`src/rtl/fls_pkg.sv`:
```
// Shared types for the frame-locked sync watchdog.
package fls_pkg;

    // Lock state: idle before first edge, locked, free-running, edge lost.
    typedef enum logic [1:0] {
        ST_IDLE = 2'd0,
        ST_LOCK = 2'd1,
        ST_FREE = 2'd2,
        ST_LOST = 2'd3
    } lock_state_t;

endpackage

```
`src/rtl/fls_edge_pick.sv`:
```
// Delays the field-parity input by 0..(2**DLY_W-1) clocks and flags the
// active edge of the selected tap.
// Assumes field_i is already synchronous to clk.
module fls_edge_pick #(
    parameter int DLY_W = 2
) (
    input  logic             clk,
    input  logic             rst_n,
    input  logic             field_i,
    input  logic             pol_i,
    input  logic [DLY_W-1:0] dly_i,
    output logic             edge_o
);
    localparam int TAPS  = 1 << DLY_W;
    localparam int DEPTH = TAPS - 1;

    logic [DEPTH-1:0] sh_q;
    logic [TAPS-1:0]  taps;
    logic             d_sel;
    logic             prev_q;

    assign taps[0] = field_i;

    // Delay line stages and their taps.
    generate
        for (genvar i = 0; i < DEPTH; i++) begin : g_stage
            if (i == 0) begin : g_first
                always_ff @(posedge clk) begin
                    if (!rst_n) sh_q[0] <= 1'b0;
                    else        sh_q[0] <= field_i;
                end
            end else begin : g_next
                always_ff @(posedge clk) begin
                    if (!rst_n) sh_q[i] <= 1'b0;
                    else        sh_q[i] <= sh_q[i-1];
                end
            end
            assign taps[i+1] = sh_q[i];
        end
    endgenerate

    assign d_sel = taps[dly_i];

    // Remember the previous value of the selected tap.
    always_ff @(posedge clk) begin
        if (!rst_n) prev_q <= 1'b0;
        else        prev_q <= d_sel;
    end

    // Active edge: the tap moves into the active level chosen by pol_i.
    always_comb begin
        if (pol_i) edge_o = d_sel & ~prev_q;
        else       edge_o = ~d_sel & prev_q;
    end

    // one edge direction only, so two consecutive edge pulses cannot occur.
    a_r2_single_pulse: assert property (@(posedge clk) disable iff (!rst_n)
        edge_o |=> !edge_o);

endmodule

```
`src/rtl/fls_frame_timer.sv`:
```
// Sample and line counters for one frame.
// Restart loads zero; while run_i is high the counters advance through
// the frame size selected by std_i. frame_end_o marks the last sample of
// the last line, which is the predicted instant of the next frame edge.
// Assumes std_i changes only while the block is not running.
module fls_frame_timer #(
    parameter int LEN_A   = 1716,
    parameter int LINES_A = 525,
    parameter int LEN_B   = 1728,
    parameter int LINES_B = 625,
    parameter int SMP_W   = 11,
    parameter int LIN_W   = 10
) (
    input  logic             clk,
    input  logic             rst_n,
    input  logic             restart_i,
    input  logic             run_i,
    input  logic             std_i,
    output logic [SMP_W-1:0] sample_o,
    output logic [LIN_W-1:0] line_o,
    output logic             frame_end_o
);
    logic [SMP_W-1:0] last_s;
    logic [LIN_W-1:0] last_l;
    logic             line_end;

    // Select the frame size for the active standard.
    always_comb begin
        last_s = std_i ? SMP_W'(LEN_B - 1)   : SMP_W'(LEN_A - 1);
        last_l = std_i ? LIN_W'(LINES_B - 1) : LIN_W'(LINES_A - 1);
    end

    assign line_end    = (sample_o >= last_s);
    assign frame_end_o = run_i && line_end && (line_o >= last_l);

    // Advance or restart the position counters.
    always_ff @(posedge clk) begin
        if (!rst_n || restart_i) begin
            sample_o <= '0;
            line_o   <= '0;
        end else if (run_i) begin
            if (line_end) begin
                sample_o <= '0;
                line_o   <= (line_o >= last_l) ? '0 : line_o + LIN_W'(1);
            end else begin
                sample_o <= sample_o + SMP_W'(1);
            end
        end
    end

    // a restart always yields position zero on the next clock.
    a_r7_restart_zero: assert property (@(posedge clk) disable iff (!rst_n)
        restart_i |=> (sample_o == '0) && (line_o == '0));

    // inside a line the sample counter steps by one.
    a_r5_sample_step: assert property (@(posedge clk) disable iff (!rst_n)
        (run_i && !restart_i && !line_end) |=> sample_o == $past(sample_o) + SMP_W'(1));

endmodule

```
`src/rtl/fls_lock_ctrl.sv`:
```
// Lock policy state machine.
// Any active edge locks. A missed predicted edge moves to free-running
// or to the lost state, depending on free_run_i.
// Assumes frame_end_i is only high while running.
module fls_lock_ctrl
    import fls_pkg::*;
(
    input  logic        clk,
    input  logic        rst_n,
    input  logic        edge_i,
    input  logic        frame_end_i,
    input  logic        free_run_i,
    output lock_state_t state_o
);
    lock_state_t state_d;

    // Next-state decision for edges and missed edges.
    always_comb begin
        state_d = state_o;
        if (edge_i) begin
            state_d = ST_LOCK;
        end else if (frame_end_i && (state_o == ST_LOCK || state_o == ST_FREE)) begin
            state_d = free_run_i ? ST_FREE : ST_LOST;
        end
    end

    // State register.
    always_ff @(posedge clk) begin
        if (!rst_n) state_o <= ST_IDLE;
        else        state_o <= state_d;
    end

    // a missed edge with free-run enabled keeps running.
    a_r8_free_on_miss: assert property (@(posedge clk) disable iff (!rst_n)
        (state_o == ST_LOCK && frame_end_i && !edge_i && free_run_i) |=> state_o == ST_FREE);

    // every active edge leads to the locked state.
    a_r11_edge_locks: assert property (@(posedge clk) disable iff (!rst_n)
        edge_i |=> state_o == ST_LOCK);

endmodule

```
`src/rtl/field_lock_watchdog.sv`:
```
// Frame-locked sync watchdog top.
// Locks to one edge direction of a field-parity input, derives a line
// pulse, predicts the next frame edge and applies the missed-edge policy.
// Assumes all inputs are synchronous to clk.
module field_lock_watchdog
    import fls_pkg::*;
#(
    parameter int LEN_A    = 1716,
    parameter int LINES_A  = 525,
    parameter int LEN_B    = 1728,
    parameter int LINES_B  = 625,
    parameter int HS_WIDTH = 128,
    parameter int DLY_W    = 2,
    localparam int MAX_LEN = (LEN_A > LEN_B) ? LEN_A : LEN_B,
    localparam int MAX_LIN = (LINES_A > LINES_B) ? LINES_A : LINES_B,
    localparam int SMP_W   = $clog2(MAX_LEN),
    localparam int LIN_W   = $clog2(MAX_LIN)
) (
    input  logic             clk,
    input  logic             rst_n,
    input  logic             field_i,
    input  logic             field_pol_i,
    input  logic             hs_pol_i,
    input  logic             free_run_i,
    input  logic             keep_sync_i,
    input  logic [DLY_W-1:0] dly_i,
    input  logic             std625_i,
    output logic             hsync_o,
    output logic [SMP_W-1:0] sample_o,
    output logic [LIN_W-1:0] line_o,
    output logic             black_active_o,
    output logic             sync_tip_en_o
);
    logic        edge_w;
    logic        frame_end_w;
    logic        run_w;
    logic        gen_sync;
    logic        hs_act;
    lock_state_t state_w;

    fls_edge_pick #(.DLY_W(DLY_W)) u_edge (
        .clk    (clk),
        .rst_n  (rst_n),
        .field_i(field_i),
        .pol_i  (field_pol_i),
        .dly_i  (dly_i),
        .edge_o (edge_w)
    );

    fls_frame_timer #(
        .LEN_A  (LEN_A),
        .LINES_A(LINES_A),
        .LEN_B  (LEN_B),
        .LINES_B(LINES_B),
        .SMP_W  (SMP_W),
        .LIN_W  (LIN_W)
    ) u_timer (
        .clk        (clk),
        .rst_n      (rst_n),
        .restart_i  (edge_w),
        .run_i      (run_w),
        .std_i      (std625_i),
        .sample_o   (sample_o),
        .line_o     (line_o),
        .frame_end_o(frame_end_w)
    );

    fls_lock_ctrl u_ctrl (
        .clk        (clk),
        .rst_n      (rst_n),
        .edge_i     (edge_w),
        .frame_end_i(frame_end_w),
        .free_run_i (free_run_i),
        .state_o    (state_w)
    );

    assign run_w = (state_w != ST_IDLE);

    // Output policy: sync present unless idle or lost without keep_sync.
    always_comb begin
        gen_sync = (state_w == ST_LOCK) || (state_w == ST_FREE) ||
                   (state_w == ST_LOST && keep_sync_i);
        hs_act         = gen_sync && (sample_o < SMP_W'(HS_WIDTH));
        hsync_o        = hs_pol_i ? hs_act : ~hs_act;
        black_active_o = (state_w == ST_IDLE) || (state_w == ST_LOST);
        sync_tip_en_o  = gen_sync;
    end

    // fully dark when lost without keep_sync.
    a_r10_dark: assert property (@(posedge clk) disable iff (!rst_n)
        (state_w == ST_LOST && !keep_sync_i) |-> (!sync_tip_en_o && black_active_o && (hsync_o == !hs_pol_i)));

    // the line pulse never extends past HS_WIDTH samples.
    a_r6_hs_width: assert property (@(posedge clk) disable iff (!rst_n)
        (hsync_o == hs_pol_i) |-> (sample_o < SMP_W'(HS_WIDTH)));

    // lost with keep_sync gives blanking plus sync tips.
    a_r9_black_sync: assert property (@(posedge clk) disable iff (!rst_n)
        (state_w == ST_LOST && keep_sync_i) |-> (black_active_o && sync_tip_en_o));

endmodule

```
`config.mk`:
```
export PLATFORM = sky130hd
export DESIGN_NAME = field_lock_watchdog
export DESIGN_NICKNAME = d
export VERILOG_FILES = /design/src/rtl/fls_pkg.sv /design/src/rtl/fls_edge_pick.sv /design/src/rtl/fls_frame_timer.sv /design/src/rtl/fls_lock_ctrl.sv /design/src/rtl/field_lock_watchdog.sv
export SDC_FILE = /design/constraint.sdc
export NUM_CORES = 1
export LEC_CHECK = 0
export BUFFER_PORTS_ARGS = -buffer_cell sky130_fd_sc_hd__buf_2
export CAP_MARGIN = 20
export CORE_UTILIZATION = 55
export CTS_BUF_LIST = sky130_fd_sc_hd__clkbuf_8
export DETAILED_ROUTE_END_ITERATION = 12
export GPL_ROUTABILITY_DRIVEN = 0
export PLACE_DENSITY_LB_ADDON = 0.1
export SKIP_LAST_GASP = 1
export SYNTH_ARGS = -nofsm -noshare
export SYNTH_HDL_FRONTEND = slang
export SYNTH_SLANG_ARGS = --single-unit
```
`constraint.sdc`:
```
create_clock -name clk -period 2.2 [get_ports clk]
set_input_delay 0.22 -clock clk [delete_from_list [all_inputs] [get_ports clk]]
set_output_delay 0.22 -clock clk [all_outputs]
set_load 0.01 [all_outputs]
```
==> flow_summary.ini <==
[run_status]
status = finished clean

[sta]
slew_headroom_pct = 63.5
skew_ps = 9.91
hold_viol = 0
fin_crit_sh_pct = 89.5
rsz0062_at_grt = false
drv_slew = 0
hold_ws_ps = 163
period_needed_ps = 1970
tightest_slew_ps = 545
fmax_mhz = 508
setup_viol = 0
fin_setup_tns_ps = 0

[cells_and_area]
drive_above_1_share_pct = 28.7
multiInputGateArea_sq_um = 966
syn2layout_area_growth_pct = 15.3
utilization_pct = 66.8
seq_area_sq_um = 541
n_fill_cell = 239
nNetsFinal = 239
diodes = 0

[grt]
grt_remaining_overflow = 0
gr-usage-all-layers_pct = 22.0
first_global_vias = 1294
grt_max_degree = 21
grt_pass1_wl_microns = 5540
antenna_found_initial = 0

[cts]
postCtsSetupBuffers = 0
clock_path_buffers = 2
cts_resized = 0
clk_pin_slew_ps = 100
hold_buffers = 0
cts.sinks = 27
cts_htree_levels = 1
root_buffer = clkbuf_8
clk_latency_ps = 280
cts_made_buffers = 3
cts_tree = built

[worst_setup_path]
worstPathMaxFanout = 20
worstSetupEndpoint = u_ctrl.state_o[0]$_SDFFE_PN0P_
worstPathArrival_ps = 2190
worstSetupPathType = reg2reg
rrSetupSlack_ps = 230
r2r-end = u_ctrl.state_o[0]$_SDFFE_PN0P_
cp-startpoint = u_timer.line_o[4]$_SDFFE_PP0P_
startpoint_type = register
required_ps = 2420
worstReg2RegStart = u_timer.line_o[4]$_SDFFE_PP0P_
r2r_cells = 6
cp-end-kind = register

[drt]
drt-pass1-iter-count = 4
avgRoutedWirePerCell_microns = 13.1
drtIter0Drc = 32
drtAntennaViolNets = 0
viasPerCell = 5.64
drt-total-wl_microns = 3230
routed-via-count = 1393
drc_errors = 0

[synthesis]
yosys_warnings = 0
synth.area.top_cells = dfxtp_1, ha_1, nand2_1
synth_top_cells_by_count = dfxtp_1, nand2_1, nor2_1, nand3_1, inv_1
synthArstFlopShare_pct = 0
synth.most_common_cell = dfxtp_1
synth_top_cell_area_share_pct = 33.8
synth-seq-area-share_pct = 33.8
syn_area_sq_mm = 0.00160
synth_seq_cells = 27
syn_avg_cell_area_sq_um = 8.83
syn_nets = 203
synth.largest_area_cell = dfxtp_1
synth_cell_types = 43
synth_edf_count = 0
synthCells = 181
ys.flop_type = dfxtp_1

[die]
rows = 19
die_w_microns = 55.9
die_area_sq_mm = 0.00312
start_util_pct = 57.9
ios = 34
core_area_sq_mm = 0.00276
fp.dieH_microns = 55.9

[worst_hold_path]
min_path_type = in2reg
hold_depth = 2

[run]
maxCapViolCount = 0

[pwr]
ir_drop_uv = 408
power_per_cell_area_mw_per_mm2 = 473
leakage_nw = 0.766

[placement]
dpl.hpwl_microns = 2380
io_buffers = 33
worst min-delay path by stage:
stage                                     end  slack (ps)                       from
detailed placement  u_edge.sh_q[2]$_SDFF_PN0_         450  u_edge.sh_q[1]$_SDFF_PN0_
CTS                 u_edge.sh_q[0]$_SDFF_PN0_         170                    field_i
floorplan            u_edge.prev_q$_SDFF_PN0_         340                      rst_n
global route        u_edge.sh_q[0]$_SDFF_PN0_         170                    field_i
finish              u_edge.sh_q[0]$_SDFF_PN0_         160                    field_i
global placement    u_edge.sh_q[2]$_SDFF_PN0_         430  u_edge.sh_q[1]$_SDFF_PN0_
state kept, by name (all words and copies together) (netlist names):
register          flops
u_timer.line_o       10
u_timer.sample_o     11
u_edge.prev_q         1
u_edge.sh_q           3
u_ctrl.state_o        2
cells by family after synthesis:
group | synth area share (%)
flip-flops | 33.8
buffers and inverters | 6.26
multiplexers | 2.04
XOR/XNOR | 4.93
AO/OA/AOI/OAI | 17.2
adder cells (fa/ha/maj) | 9.40
AND/OR/NAND/NOR | 26.3
cell type report:
cell class | instances | share of cell area (%)
clock buffer | 3 | 2.24
clock inverter | 1 | 0.204
inverter | 13 | 2.65
multi-input combinational | 134 | 52.4
sequential | 27 | 29.3
tap | 31 | 2.11
timing repair buffer | 38 | 11.0
metal layers:
layer  global-route usage, %  up-vias  wire length (microns)
li1                        -      701                      -
met1                    26.9      660                   1450
met2                    38.2       27                   1630
met3                    2.56        5                     94
met4                    11.1        0                     51
met5                       0        -                      0
report_power, final:
| part | leakage [nW] | switching, mW | internal, mW |
|---|---|---|---|
| Sequential | 0.218 | 0.00474 | 0.495 |
| Combinational | 0.521 | 0.0485 | 0.0325 |
| Clock | 0.0269 | 0.164 | 0.126 |
layout by cell type (no fill, tap or decap), drive strengths merged, types with 2 or more instances in the layout:
| cell type | netlist | routed |
|---|---|---|
| buf | 6 | 38 |
| nand4b | 3 | 3 |
| a31oi | 9 | 9 |
| nand3 | 18 | 18 |
| nand2 | 26 | 26 |
| a21oi | 5 | 5 |
| nor3 | 5 | 5 |
| and2 | 5 | 5 |
| o211ai | 3 | 3 |
| nor2 | 19 | 19 |
| xor2 | 7 | 7 |
| a211oi | 2 | 2 |
| xnor2 | 2 | 2 |
| dfxtp | 27 | 27 |
| nand3b | 2 | 2 |
| and3 | 2 | 2 |
| ha | 12 | 12 |
| clkbuf | 1 | 3 |
| inv | 13 | 14 |
critical path, cell delays in order, from the launching register on:
cell and delay, ps:
dfxtp_1 390, ha_1 320, o211ai_1 90, a31oi_1 280
o211ai_4 260, o311ai_1 360, o311a_1 200
per-stage QoR:
stage                     instances  total power [mW]  setup WS, ps  cell area (sq um)
after detailed placement        243             0.591          35.4               1790
after floorplan                 181             0.570           435               1600
after CTS                       247             0.872          71.7               1830
after global routing            247             0.897          80.3               1840
after global placement          243             0.588           177               1790
final                           247             0.871           231               1840
Note: power is estimated with default switching activity, not from simulation.
